==> src/rtl/ctl_regbus_pkg.sv <==
package ctl_regbus_pkg;

   localparam int unsigned OE_LO_REG = 1;
   localparam int unsigned OE_HI_REG = 2;
   localparam int unsigned ID_REG    = 3;
   localparam int unsigned COUNT_REG = 4;
   localparam int unsigned AMP_REG   = 5;
   localparam int unsigned MIN_REGS  = 6;
   localparam int unsigned OUT_CNT   = 9;

   typedef enum logic [2:0] {
      ST_IDLE,
      ST_RX,
      ST_ACK,
      ST_TX,
      ST_MACK,
      ST_IGNORE
   } bus_state_e;

   typedef enum logic [1:0] {
      PH_ADDR,
      PH_CMD,
      PH_COUNT,
      PH_DATA
   } bus_phase_e;

   function automatic logic [7:0] reset_value(input int unsigned idx);
      case (idx)
         1:       return 8'h17;
         2:       return 8'hF8;
         3:       return 8'h08;
         4:       return 8'h06;
         5:       return 8'hD8;
         default: return 8'h00;
      endcase
   endfunction

endpackage

==> src/rtl/ctl_regbus_sync.sv <==
module ctl_regbus_sync #(
   parameter int unsigned STAGES = 2
) (
   input  logic clk,
   input  logic rst_n,
   input  logic scl_i,
   input  logic sda_i,
   output logic scl_q,
   output logic sda_q,
   output logic scl_rise,
   output logic scl_fall,
   output logic start_det,
   output logic stop_det
);

   if (STAGES < 2) begin : g_bad_stages
      $error("ctl_regbus_sync: STAGES must be at least 2");
   end

   logic [STAGES-1:0] scl_chain;
   logic [STAGES-1:0] sda_chain;
   logic              scl_d;
   logic              sda_d;

   always_ff @(posedge clk or negedge rst_n) begin
      if (!rst_n) begin
         scl_chain <= '1;
         sda_chain <= '1;
         scl_d     <= 1'b1;
         sda_d     <= 1'b1;
      end else begin
         scl_chain <= {scl_chain[STAGES-2:0], scl_i};
         sda_chain <= {sda_chain[STAGES-2:0], sda_i};
         scl_d     <= scl_chain[STAGES-1];
         sda_d     <= sda_chain[STAGES-1];
      end
   end

   assign scl_q     = scl_chain[STAGES-1];
   assign sda_q     = sda_chain[STAGES-1];
   assign scl_rise  = scl_q & ~scl_d;
   assign scl_fall  = ~scl_q & scl_d;
   assign start_det = scl_q & scl_d & sda_d & ~sda_q;
   assign stop_det  = scl_q & scl_d & ~sda_d & sda_q;

endmodule

==> src/rtl/ctl_regbus_bank.sv <==
module ctl_regbus_bank
   import ctl_regbus_pkg::*;
#(
   parameter int unsigned NUM_REGS = 6,
   parameter int unsigned RO_IDX   = ID_REG,
   localparam int unsigned IDX_W   = (NUM_REGS > 1) ? $clog2(NUM_REGS) : 1,
   localparam int unsigned DEPTH   = 1 << IDX_W
) (
   input  logic                  clk,
   input  logic                  rst_n,
   input  logic                  wr_en,
   input  logic [6:0]            wr_idx,
   input  logic [7:0]            wr_data,
   input  logic [6:0]            rd_idx,
   output logic [7:0]            rd_data,
   output logic [DEPTH-1:0][7:0] regs_o
);

   if (NUM_REGS > 128) begin : g_bad_depth
      $error("ctl_regbus_bank: NUM_REGS exceeds the 7-bit index space");
   end

   logic wr_hit;
   logic rd_hit;

   assign wr_hit = wr_en && (32'(wr_idx) < NUM_REGS);
   assign rd_hit = (32'(rd_idx) < NUM_REGS);

   for (genvar i = 0; i < DEPTH; i++) begin : g_slot
      if (i >= NUM_REGS) begin : g_absent
         assign regs_o[i] = 8'h00;
      end else if (i == RO_IDX) begin : g_fixed
         assign regs_o[i] = reset_value(i);
      end else begin : g_rw
         logic [7:0] q;
         always_ff @(posedge clk or negedge rst_n) begin
            if (!rst_n) begin
               q <= reset_value(i);
            end else if (wr_hit && (wr_idx[IDX_W-1:0] == IDX_W'(i))) begin
               q <= wr_data;
            end
         end
         assign regs_o[i] = q;
      end
   end

   assign rd_data = rd_hit ? regs_o[rd_idx[IDX_W-1:0]] : 8'h00;

endmodule

==> src/rtl/ctl_regbus_engine.sv <==
module ctl_regbus_engine
   import ctl_regbus_pkg::*;
#(
   parameter logic [6:0] DEV_ADDR = 7'h6B
) (
   input  logic       clk,
   input  logic       rst_n,
   input  logic       sda_q,
   input  logic       scl_rise,
   input  logic       scl_fall,
   input  logic       start_det,
   input  logic       stop_det,
   input  logic [7:0] rd_data,
   output logic       sda_pull,
   output logic       wr_en,
   output logic [6:0] wr_idx,
   output logic [7:0] wr_data,
   output logic [6:0] rd_idx
);

   bus_state_e state;
   bus_phase_e phase;
   logic [3:0] bitcnt;
   logic [7:0] shreg;
   logic [7:0] txbyte;
   logic [6:0] ptr;
   logic [6:0] ptr_inc;
   logic       blk;
   logic       tx_next;
   logic       byte_end;

   assign byte_end = (state == ST_RX) && scl_fall && (bitcnt == 4'd8);
   assign ptr_inc  = (ptr == 7'h7F) ? ptr : ptr + 7'd1;
   assign wr_en    = byte_end && (phase == PH_DATA) && !start_det && !stop_det;
   assign wr_idx   = ptr;
   assign wr_data  = shreg;
   assign rd_idx   = ((state == ST_RX) && (phase == PH_ADDR) && blk) ? 7'(COUNT_REG) : ptr;

   always_ff @(posedge clk or negedge rst_n) begin
      if (!rst_n) begin
         state    <= ST_IDLE;
         phase    <= PH_ADDR;
         bitcnt   <= 4'd0;
         shreg    <= 8'h00;
         txbyte   <= 8'h00;
         ptr      <= 7'd0;
         blk      <= 1'b0;
         tx_next  <= 1'b0;
         sda_pull <= 1'b0;
      end else if (start_det) begin
         state    <= ST_RX;
         phase    <= PH_ADDR;
         bitcnt   <= 4'd0;
         sda_pull <= 1'b0;
      end else if (stop_det) begin
         state    <= ST_IDLE;
         bitcnt   <= 4'd0;
         sda_pull <= 1'b0;
      end else begin
         case (state)
            ST_RX: begin
               if (scl_rise && (bitcnt != 4'd8)) begin
                  shreg  <= {shreg[6:0], sda_q};
                  bitcnt <= bitcnt + 4'd1;
               end else if (byte_end) begin
                  bitcnt   <= 4'd0;
                  state    <= ST_ACK;
                  sda_pull <= 1'b1;
                  tx_next  <= 1'b0;
                  case (phase)
                     PH_ADDR: begin
                        if (shreg[7:1] != DEV_ADDR) begin
                           state    <= ST_IGNORE;
                           sda_pull <= 1'b0;
                        end else if (shreg[0]) begin
                           tx_next <= 1'b1;
                           txbyte  <= rd_data;
                           if (!blk) ptr <= ptr_inc;
                        end else begin
                           phase <= PH_CMD;
                        end
                     end
                     PH_CMD: begin
                        ptr   <= shreg[6:0];
                        blk   <= ~shreg[7];
                        phase <= shreg[7] ? PH_DATA : PH_COUNT;
                     end
                     PH_COUNT: phase <= PH_DATA;
                     default:  ptr   <= ptr_inc;
                  endcase
               end
            end
            ST_ACK: begin
               if (scl_fall) begin
                  if (tx_next) begin
                     state    <= ST_TX;
                     sda_pull <= ~txbyte[7];
                  end else begin
                     state    <= ST_RX;
                     sda_pull <= 1'b0;
                  end
               end
            end
            ST_TX: begin
               if (scl_fall) begin
                  if (bitcnt == 4'd7) begin
                     state    <= ST_MACK;
                     sda_pull <= 1'b0;
                     bitcnt   <= 4'd0;
                  end else begin
                     txbyte   <= {txbyte[6:0], 1'b0};
                     sda_pull <= ~txbyte[6];
                     bitcnt   <= bitcnt + 4'd1;
                  end
               end
            end
            ST_MACK: begin
               if (scl_rise) begin
                  if (sda_q) begin
                     state <= ST_IGNORE;
                  end else begin
                     txbyte  <= rd_data;
                     ptr     <= ptr_inc;
                     tx_next <= 1'b1;
                     state   <= ST_ACK;
                  end
               end
            end
            default: sda_pull <= 1'b0;
         endcase
      end
   end

endmodule

==> src/rtl/ctl_regbus_slave.sv <==
module ctl_regbus_slave
   import ctl_regbus_pkg::*;
#(
   parameter logic [6:0]  DEV_ADDR    = 7'h6B,
   parameter int unsigned NUM_REGS    = 6,
   parameter int unsigned SYNC_STAGES = 2,
   localparam int unsigned IDX_W      = (NUM_REGS > 1) ? $clog2(NUM_REGS) : 1,
   localparam int unsigned DEPTH      = 1 << IDX_W
) (
   input  logic               clk,
   input  logic               rst_n,
   input  logic               scl_i,
   input  logic               sda_i,
   output logic               sda_pull_o,
   output logic [OUT_CNT-1:0] out_en_o,
   output logic               amp_prog_o,
   output logic [2:0]         amp_step_o,
   output logic [3:0]         rev_code_o,
   output logic [3:0]         vendor_id_o
);

   if (NUM_REGS < MIN_REGS) begin : g_bad_regs
      $error("ctl_regbus_slave: NUM_REGS must cover the mapped registers");
   end

   logic                  scl_s;
   logic                  sda_s;
   logic                  scl_rise;
   logic                  scl_fall;
   logic                  start_det;
   logic                  stop_det;
   logic                  wr_en;
   logic [6:0]            wr_idx;
   logic [7:0]            wr_data;
   logic [6:0]            rd_idx;
   logic [7:0]            rd_data;
   logic [DEPTH-1:0][7:0] regs;

   ctl_regbus_sync #(.STAGES(SYNC_STAGES)) u_sync (
      .clk       (clk),
      .rst_n     (rst_n),
      .scl_i     (scl_i),
      .sda_i     (sda_i),
      .scl_q     (scl_s),
      .sda_q     (sda_s),
      .scl_rise  (scl_rise),
      .scl_fall  (scl_fall),
      .start_det (start_det),
      .stop_det  (stop_det)
   );

   ctl_regbus_engine #(.DEV_ADDR(DEV_ADDR)) u_engine (
      .clk       (clk),
      .rst_n     (rst_n),
      .sda_q     (sda_s),
      .scl_rise  (scl_rise),
      .scl_fall  (scl_fall),
      .start_det (start_det),
      .stop_det  (stop_det),
      .rd_data   (rd_data),
      .sda_pull  (sda_pull_o),
      .wr_en     (wr_en),
      .wr_idx    (wr_idx),
      .wr_data   (wr_data),
      .rd_idx    (rd_idx)
   );

   ctl_regbus_bank #(.NUM_REGS(NUM_REGS), .RO_IDX(ID_REG)) u_bank (
      .clk     (clk),
      .rst_n   (rst_n),
      .wr_en   (wr_en),
      .wr_idx  (wr_idx),
      .wr_data (wr_data),
      .rd_idx  (rd_idx),
      .rd_data (rd_data),
      .regs_o  (regs)
   );

   for (genvar k = 0; k < OUT_CNT; k++) begin : g_oe
      if (k == 0) begin : g_first
         assign out_en_o[k] = regs[OE_LO_REG][4];
      end else if (k < 4) begin : g_low
         assign out_en_o[k] = regs[OE_LO_REG][3-k];
      end else begin : g_high
         assign out_en_o[k] = regs[OE_HI_REG][11-k];
      end
   end

   assign amp_prog_o  = regs[AMP_REG][7];
   assign amp_step_o  = regs[AMP_REG][6:4];
   assign rev_code_o  = regs[ID_REG][7:4];
   assign vendor_id_o = regs[ID_REG][3:0];

endmodule

==> config.mk <==
export PLATFORM = sky130hd
export DESIGN_NAME = ctl_regbus_slave
export DESIGN_NICKNAME = d
export VERILOG_FILES = /design/src/rtl/ctl_regbus_pkg.sv /design/src/rtl/ctl_regbus_sync.sv /design/src/rtl/ctl_regbus_bank.sv /design/src/rtl/ctl_regbus_engine.sv /design/src/rtl/ctl_regbus_slave.sv
export SDC_FILE = /design/constraint.sdc
export NUM_CORES = 1
export LEC_CHECK = 0
export BUFFER_PORTS_ARGS = -buffer_cell sky130_fd_sc_hd__buf_4
export CORE_MARGIN = 2
export CORE_UTILIZATION = 48
export DETAILED_ROUTE_END_ITERATION = 6
export HOLD_SLACK_MARGIN = 0.15
export PLACE_DENSITY = 0.68
export SETUP_SLACK_MARGIN = 0.15
export SLEW_MARGIN = 0
export SYNTH_ARGS = -nofsm -noshare
export SYNTH_HDL_FRONTEND = slang
export SYNTH_SLANG_ARGS = --single-unit
==> constraint.sdc <==
create_clock -name clk -period 2.2 [get_ports clk]
set_input_delay 0.11 -clock clk [delete_from_list [all_inputs] [get_ports clk]]
set_output_delay 0.11 -clock clk [all_outputs]
set_load 0.01 [all_outputs]
==> flow_metrics.py, run 1 <==
metrics = {
    "worst_setup_path": {
        "critPathBufInv": 1,
        "critPathTopFamily": "simple AND/OR/NAND/NOR gates",
        "rr_worst_depth": 6,
        "cpPeakStageDelay_ns": 0.56,
        "crit_required_ns": 2.45,
        "critPathArrivalTime_ns": 2.30,
        "endpoint_kind": "register",
        "reg2reg_from": "u_engine.wr_idx[3]$_DFFE_PN0P_",
        "path_class": "register to register",
        "reg2reg_setup_slack_ns": 0.15,
        "worstPathCellList": "or4_4 -> a21oi_4 -> and4b_2 -> and2_4 -> buf_12 -> mux2_4",
        "crit_fanout": 8,
        "r2r_end": "u_bank.g_slot[0].g_rw.q[7]$_DFFE_PN0P_",
        "cp-start-kind": "register",
        "cp_slowest_cell": "or4_4",
    },
    "final_layout": {
        "area_delta_synth_final_pct": 18.7,
        "multiInputGateArea_sq_um": 2360,
        "fillers": 752,
        "drive_gt1_share_pct": 38.5,
        "antenna_cells": 0,
        "regArea_sq_um": 2050,
        "layout.nets": 474,
    },
    "sta": {
        "tns_ns": 0,
        "layout_setup_ws_ns": 0.153,
        "layout_min_cycle_time_ns": 2.05,
        "clock_skew_ns": 0.0135,
        "fin_crit_sh_pct": 93.1,
        "rsz0062_at_grt": "yes",
        "setup_viol": 0,
        "worst_hold_slack_ns": 0.241,
        "clock.fmax_ghz": 0.488,
        "drv_slew": 0,
        "hold_viol_final": 0,
    },
    "power": {
        "vdd_ir_drop_max_mv": 0.513,
        "powerDensity_nw_per_um2": 1010,
        "power_leakage_nw": 2.41,
    },
    "logic_synthesis": {
        "synth_edf_count": 0,
        "avgSynthCellArea_sq_um": 10.6,
        "synth_top_area_cell": "dfrtp_1",
        "mappedNetlistArea_sq_um": 4490,
        "synth_ff_type": "dfrtp_1",
        "yosysMostFrequentCell": "dfrtp_1",
        "yosysSeqAreaShare_pct": 45.7,
        "syn_inst": 423,
        "ys_seq_elements": 81,
        "synthTopCellsByCount": "dfrtp_1 (60), mux2_2 (55), nor2_1 (27)",
        "synth_cell_types": 64,
        "ys.warnings.count": 0,
        "synth_top_area_share_pct": 33.4,
        "synth.area.top_cells": "dfrtp_1 (33%), mux2_2 (14%), dfstp_2 (12%)",
        "ys_async_sr_fraction_pct": 100,
    },
    "route": {
        "wl_per_cell_um": 18.0,
        "route.vias.total": 3317,
        "dr.first_iter.drc_count": 164,
        "dr.pass1.iters": 4,
        "vias_per_cell": 5.76,
        "wl_um": 10400,
        "antenna_left": 0,
        "drc": 0,
    },
    "clocking": {
        "cts-root-buf": "clkbuf_8",
        "cts_tree": "yes",
        "cts_buffers": 9,
        "clk_pin_slew_worst_paths_ns": 0.09,
        "clk_latency_ns": 0.36,
        "cts.path.max_buffers": 2,
        "ctsHtreeMaxLevel": 3,
        "cts_num_sinks": 81,
    },
    "die": {
        "io_pins": 26,
        "die_area_sq_um": 10100,
        "rows": 35,
        "die_x_um": 101,
        "dieHeight_um": 101,
        "core-area_sq_um": 9150,
        "initial_core_util_pct": 49.0,
    },
    "global_route": {
        "grt_max_degree": 46,
        "grt_pass1_wl_um": 16800,
        "grt_usage_pct": 21.5,
        "antenna_found_initial": 0,
        "grt_overflow": 0,
        "grt_pass1_vias": 3296,
    },
    "placed_design": {
        "io_buffer_count": 17,
        "gp_congestion": 0.887,
        "dp_hpwl_um": 7110,
        "dp_slack_ns": -0.0745,
    },
    "flow_run": {
        "max-cap-violations": 0,
    },
    "min_path": {
        "min_path_type": "input port to async pin",
    },
    "outcome": {
        "status": "complete, no violations",
    },
}
==> metal layers <==
| layer | share of wire, % | GRT usage (%) |
|---|---|---|
| met3 | 3.6 | 4.16 |
| met4 | 1.5 | 6.95 |
| met5 | 0 | 0 |
| met2 | 46 | 32.4 |
| met1 | 49 | 31.3 |
==> power by group <==
group	switching (mW)	leakage [nW]	internal (mW)
registers	0.186	1.03	1.68
clock network	0.583	0.107	0.646
logic	1.25	1.27	1.05
==> per-stage QoR <==
stage | util [%] | cells | instance area (sq um) | power [mW]
finish | 58.2 | 576 | 5330 | 5.40
global route | 58.2 | 576 | 5330 | 5.72
CTS | 56.4 | 575 | 5160 | 5.24
detailed placement | 53.2 | 554 | 4870 | 3.98
global placement | 53.2 | 554 | 4870 | 3.94
floorplan | - | 429 | 4510 | 3.23
==> worst max-delay path by stage <==
stage	startpoint	endpoint	depth (start not counted)
4_1_cts	u_engine.bitcnt[0]$_DFFE_PN0P_	u_engine.state[2]$_DFFE_PN0P_	8
3_3_place_gp	u_engine.wr_idx[3]$_DFFE_PN0P_	u_bank.g_slot[1].g_rw.q[5]$_DFFE_PN0P_	5
5_1_grt	u_engine.wr_idx[3]$_DFFE_PN0P_	u_bank.g_slot[2].g_rw.q[1]$_DFFE_PN0P_	5
2_1_floorplan	u_engine.wr_idx[3]$_DFFE_PN0P_	u_bank.g_slot[1].g_rw.q[3]$_DFFE_PN0P_	6
6_report	u_engine.wr_idx[3]$_DFFE_PN0P_	u_bank.g_slot[0].g_rw.q[7]$_DFFE_PN0P_	6
3_5_place_dp	u_engine.wr_idx[3]$_DFFE_PN0P_	u_bank.g_slot[1].g_rw.q[3]$_DFFE_PN0P_	5
==> flip-flops by register name (all words and copies together), names as in the netlist <==
| register | cells |
|---|---|
| u_bank.g_slot.g_rw.q | 40 |
| u_engine.bitcnt | 4 |
| u_engine.blk | 1 |
| u_engine.phase | 2 |
| u_engine.sda_pull | 1 |
| u_engine.state | 3 |
| u_engine.tx_next | 1 |
| u_engine.txbyte | 8 |
| u_engine.wr_data | 8 |
| u_engine.wr_idx | 7 |
| u_sync.scl_chain | 2 |
| u_sync.scl_d | 1 |
| u_sync.sda_chain | 2 |
| u_sync.sda_d | 1 |
==> layout by cell type, fill, tap and decap left out, drive strengths merged, types with 11 or more instances in the layout <==
master | netlist | final
buf | 27 | 60
dfrtp | 60 | 60
dfstp | 21 | 21
inv | 10 | 12
mux2 | 55 | 55
nand2 | 22 | 22
nand3 | 11 | 11
nor2 | 29 | 29
o21ai | 21 | 21
o22ai | 15 | 15
==> what timing repair did <==
| action | 4_1_cts | 5_1_grt |
|---|---|---|
| pin swaps | 2 | 5 |
| setup endpoints to repair | 35 | 55 |
| cloned | 0 | 0 |
| gates resized for setup | 9 | 40 |
| setup buffers | 2 | 1 |
| hold buffers | 3 | 0 |
| hold endpoints to repair | 77 | 0 |
==> cell type report <==
| class | count | share of cell area, % |
|---|---|---|
| tap | 111 | 2.61 |
| clock buffer | 10 | 2.40 |
| multi-input combinational | 295 | 44.3 |
| inverter | 10 | 0.705 |
| timing repair buffer | 63 | 9.79 |
| sequential | 81 | 38.5 |
| clock inverter | 6 | 1.69 |
==> logic make-up (layout without fill, tap and decap cells) <==
| kind of cell | Yosys count | after routing | share of synthesized area [%] |
|---|---|---|---|
| flip-flops | 81 | 81 | 45.7 |
| adder cells (fa/ha/maj) | 10 | 10 | 2.79 |
| buffers and inverters | 53 | 89 | 6.27 |
| AND/OR/NAND/NOR | 109 | 109 | 13.2 |
| XOR/XNOR | 2 | 2 | 0.390 |
| other | 2 | 8 | 0.167 |
| multiplexers | 65 | 65 | 16.0 |
| AO/OA/AOI/OAI | 101 | 101 | 15.4 |
(Power assumes the default switching activity.)
==> inputs of run 2 (changes only) <==
--- a/config.mk
+++ b/config.mk
@@ -7,11 +7,13 @@
 export LEC_CHECK = 0
 export BUFFER_PORTS_ARGS = -buffer_cell sky130_fd_sc_hd__buf_4
 export CORE_MARGIN = 2
-export CORE_UTILIZATION = 48
+export CORE_UTILIZATION = 55
+export CTS_CLUSTER_SIZE = 24
 export DETAILED_ROUTE_END_ITERATION = 6
 export HOLD_SLACK_MARGIN = 0.15
-export PLACE_DENSITY = 0.68
+export PLACE_DENSITY = 0.76
 export SETUP_SLACK_MARGIN = 0.15
+export SKIP_CTS_REPAIR_TIMING = 1
 export SLEW_MARGIN = 0
 export SYNTH_ARGS = -nofsm -noshare
 export SYNTH_HDL_FRONTEND = slang
==> flow_metrics.py, run 2 (synthesis results as in run 1) <==
metrics = {
    "final_layout": {
        "area_delta_synth_final_pct": 17.5,
        "mostFrequentLayoutCells": "buf_4 (58), dfrtp_1 (57), mux2_2 (41)",
        "layout.nets": 475,
        "fin_area_sq_um": 5280,
        "fin_util_pct": 67.6,
        "final_cells": 568,
        "drive_gt1_share_pct": 39.1,
        "layout_commonest_cell": "buf_4",
        "largest_register": "u_bank.g_slot.g_rw.q",
        "largest_reg_flops": 40,
        "antenna_cells": 0,
    },
    "worst_setup_path": {
        "setup.worst_path.start": "u_engine.wr_idx[3]$_DFFE_PN0P_",
        "critPathArrivalTime_ns": 2.34,
        "crit_fanout": 8,
        "path_class": "register to register",
        "cp-start-kind": "register",
        "reg2reg_from": "u_engine.wr_idx[3]$_DFFE_PN0P_",
        "endpoint_kind": "register",
        "crit_required_ns": 2.45,
    },
    "sta": {
        "fin_crit_sh_pct": 95.0,
        "layout_min_cycle_time_ns": 2.09,
        "worst_pin_slew_ns": 0.497,
        "worst_hold_slack_ns": 0.231,
        "rsz0062_at_grt": "yes",
        "setup_viol": 0,
        "clock.fmax_ghz": 0.478,
        "clock_skew_ns": 0.0184,
        "relSlewSlack_pct": 66.7,
        "drv_slew": 0,
        "hold_viol_final": 0,
    },
    "clocking": {
        "cts_buffers": 9,
        "ctsHtreeMaxLevel": 3,
        "clk_pin_slew_worst_paths_ns": 0.10,
        "cts_tree": "yes",
        "cts_num_sinks": 81,
        "cts-root-buf": "clkbuf_8",
        "cts.path.max_buffers": 2,
        "clk_latency_ns": 0.37,
    },
    "placed_design": {
        "dpl.cell_count": 545,
        "gp_congestion": 0.911,
        "io_buffer_count": 17,
        "placed_area_sq_um": 4850,
        "dp_hpwl_um": 7280,
    },
    "die": {
        "die_x_um": 94.3,
        "die_area_sq_um": 8900,
        "dieHeight_um": 94.3,
        "rows": 32,
        "core-area_sq_um": 7810,
        "initial_core_util_pct": 57.5,
        "io_pins": 26,
    },
    "global_route": {
        "use_met3_pct": 4.55,
        "gr-max-usage-layer": "met2",
        "grt_overflow": 0,
        "grt_max_degree": 48,
        "grt_pass1_vias": 3380,
        "antenna_found_initial": 0,
        "grt_pass1_wl_um": 16600,
        "met1_usage_pct": 33.9,
        "grt_usage_pct": 24.0,
        "grt_use_met2_pct": 37.6,
    },
    "power": {
        "powerDensity_nw_per_um2": 1010,
        "switchingPower_mw": 2.04,
        "seq_power_share_pct": 35.3,
        "power_leakage_nw": 2.39,
        "power_frac_comb_pct": 42.8,
        "p_sw_share_pct": 38.2,
        "p_int_mw": 3.30,
        "p_clk_share_pct": 21.8,
        "vdd_ir_drop_max_mv": 0.667,
    },
    "route": {
        "wl_um": 10500,
        "vias_per_cell": 6.02,
        "antenna_left": 0,
        "drc": 0,
        "dr.pass1.iters": 5,
        "wl_per_cell_um": 18.4,
        "dr.first_iter.drc_count": 232,
        "route.vias.total": 3418,
    },
    "min_path": {
        "min_path_type": "input port to async pin",
    },
    "outcome": {
        "status": "complete, no violations",
    },
    "flow_run": {
        "max-cap-violations": 0,
    },
}
-- run 2: cell types whose count changed in the layout (fill, tap and decap cells not counted), moves of 3 or more --
cell	change
dfrtp_1	-3
dfrtp_2	+3
mux2_2	+8
mux2_4	-8
-- run 2: per-layer routing --
metal  up-vias  wire, um  share of wire, %
met4         0       118               1.1
met3        15       525               5.0
met5         -         0                 0
met2       124      4980                48
li1       1594         -                 -
met1      1685      4840                46
-- run 2: final cells by class --
| type | instances | area [sq um] |
|---|---|---|
| fillers | 591 | 2530 |
| multi-input cells | 295 | 2320 |
| flip-flops and latches | 81 | 2060 |
| repair buffers | 64 | 526 |
| well taps | 102 | 128 |
| clock buffers | 9 | 124 |
| clock inverters | 7 | 83.8 |
| inverters | 10 | 37.5 |
-- run 2: stage by stage --
| stage | worst slack [ns] | power (mW) | TNS [ns] |
|---|---|---|---|
| finish | 0.109 | 5.34 | 0 |
| global route | 0.0759 | 5.64 | 0 |
| global placement | 0.0605 | 3.89 | 0 |
| detailed placement | 0.00585 | 3.95 | 0 |
| CTS | -0.0364 | 5.11 | -0.112 |
| floorplan | 0.159 | 3.23 | 0 |
-- run 2: critical path: stages, from the launching register on --
cell and delay, ns:
dfrtp_1 0.39, or4_4 0.54, a21oi_4 0.14, and4b_1 0.28, and2_4 0.18, buf_12 0.13
mux2_4 0.30
-- run 2: power by group through the flow --
stage,Clock (mW),Combinational [mW],Sequential [mW]
global route,1.23,2.49,1.92
global placement,0,2.01,1.88
floorplan,0,1.40,1.83
finish,1.16,2.29,1.89
detailed placement,0,2.06,1.89
CTS,1.17,2.08,1.86
-- run 2: path summary, 6_finish.rpt --
| check | end | cells after the start | slack, ns |
|---|---|---|---|
| setup / recovery | u_bank.g_slot[0].g_rw.q[4]$_DFFE_PN0P_ | 6 | 0.11 |
| hold / removal | u_engine.wr_idx[0]$_DFFE_PN0P_ | 2 | 0.23 |
| setup reg to reg | u_bank.g_slot[0].g_rw.q[4]$_DFFE_PN0P_ | 6 | 0.11 |
| hold reg to reg | u_sync.scl_chain[1]$_DFF_PN1_ | 0 | 0.36 |
| max in group asynchronous | u_bank.g_slot[2].g_rw.q[4]$_DFFE_PN1P_ | 3 | 1.31 |
| min in group clk | u_sync.scl_chain[1]$_DFF_PN1_ | 0 | 0.36 |
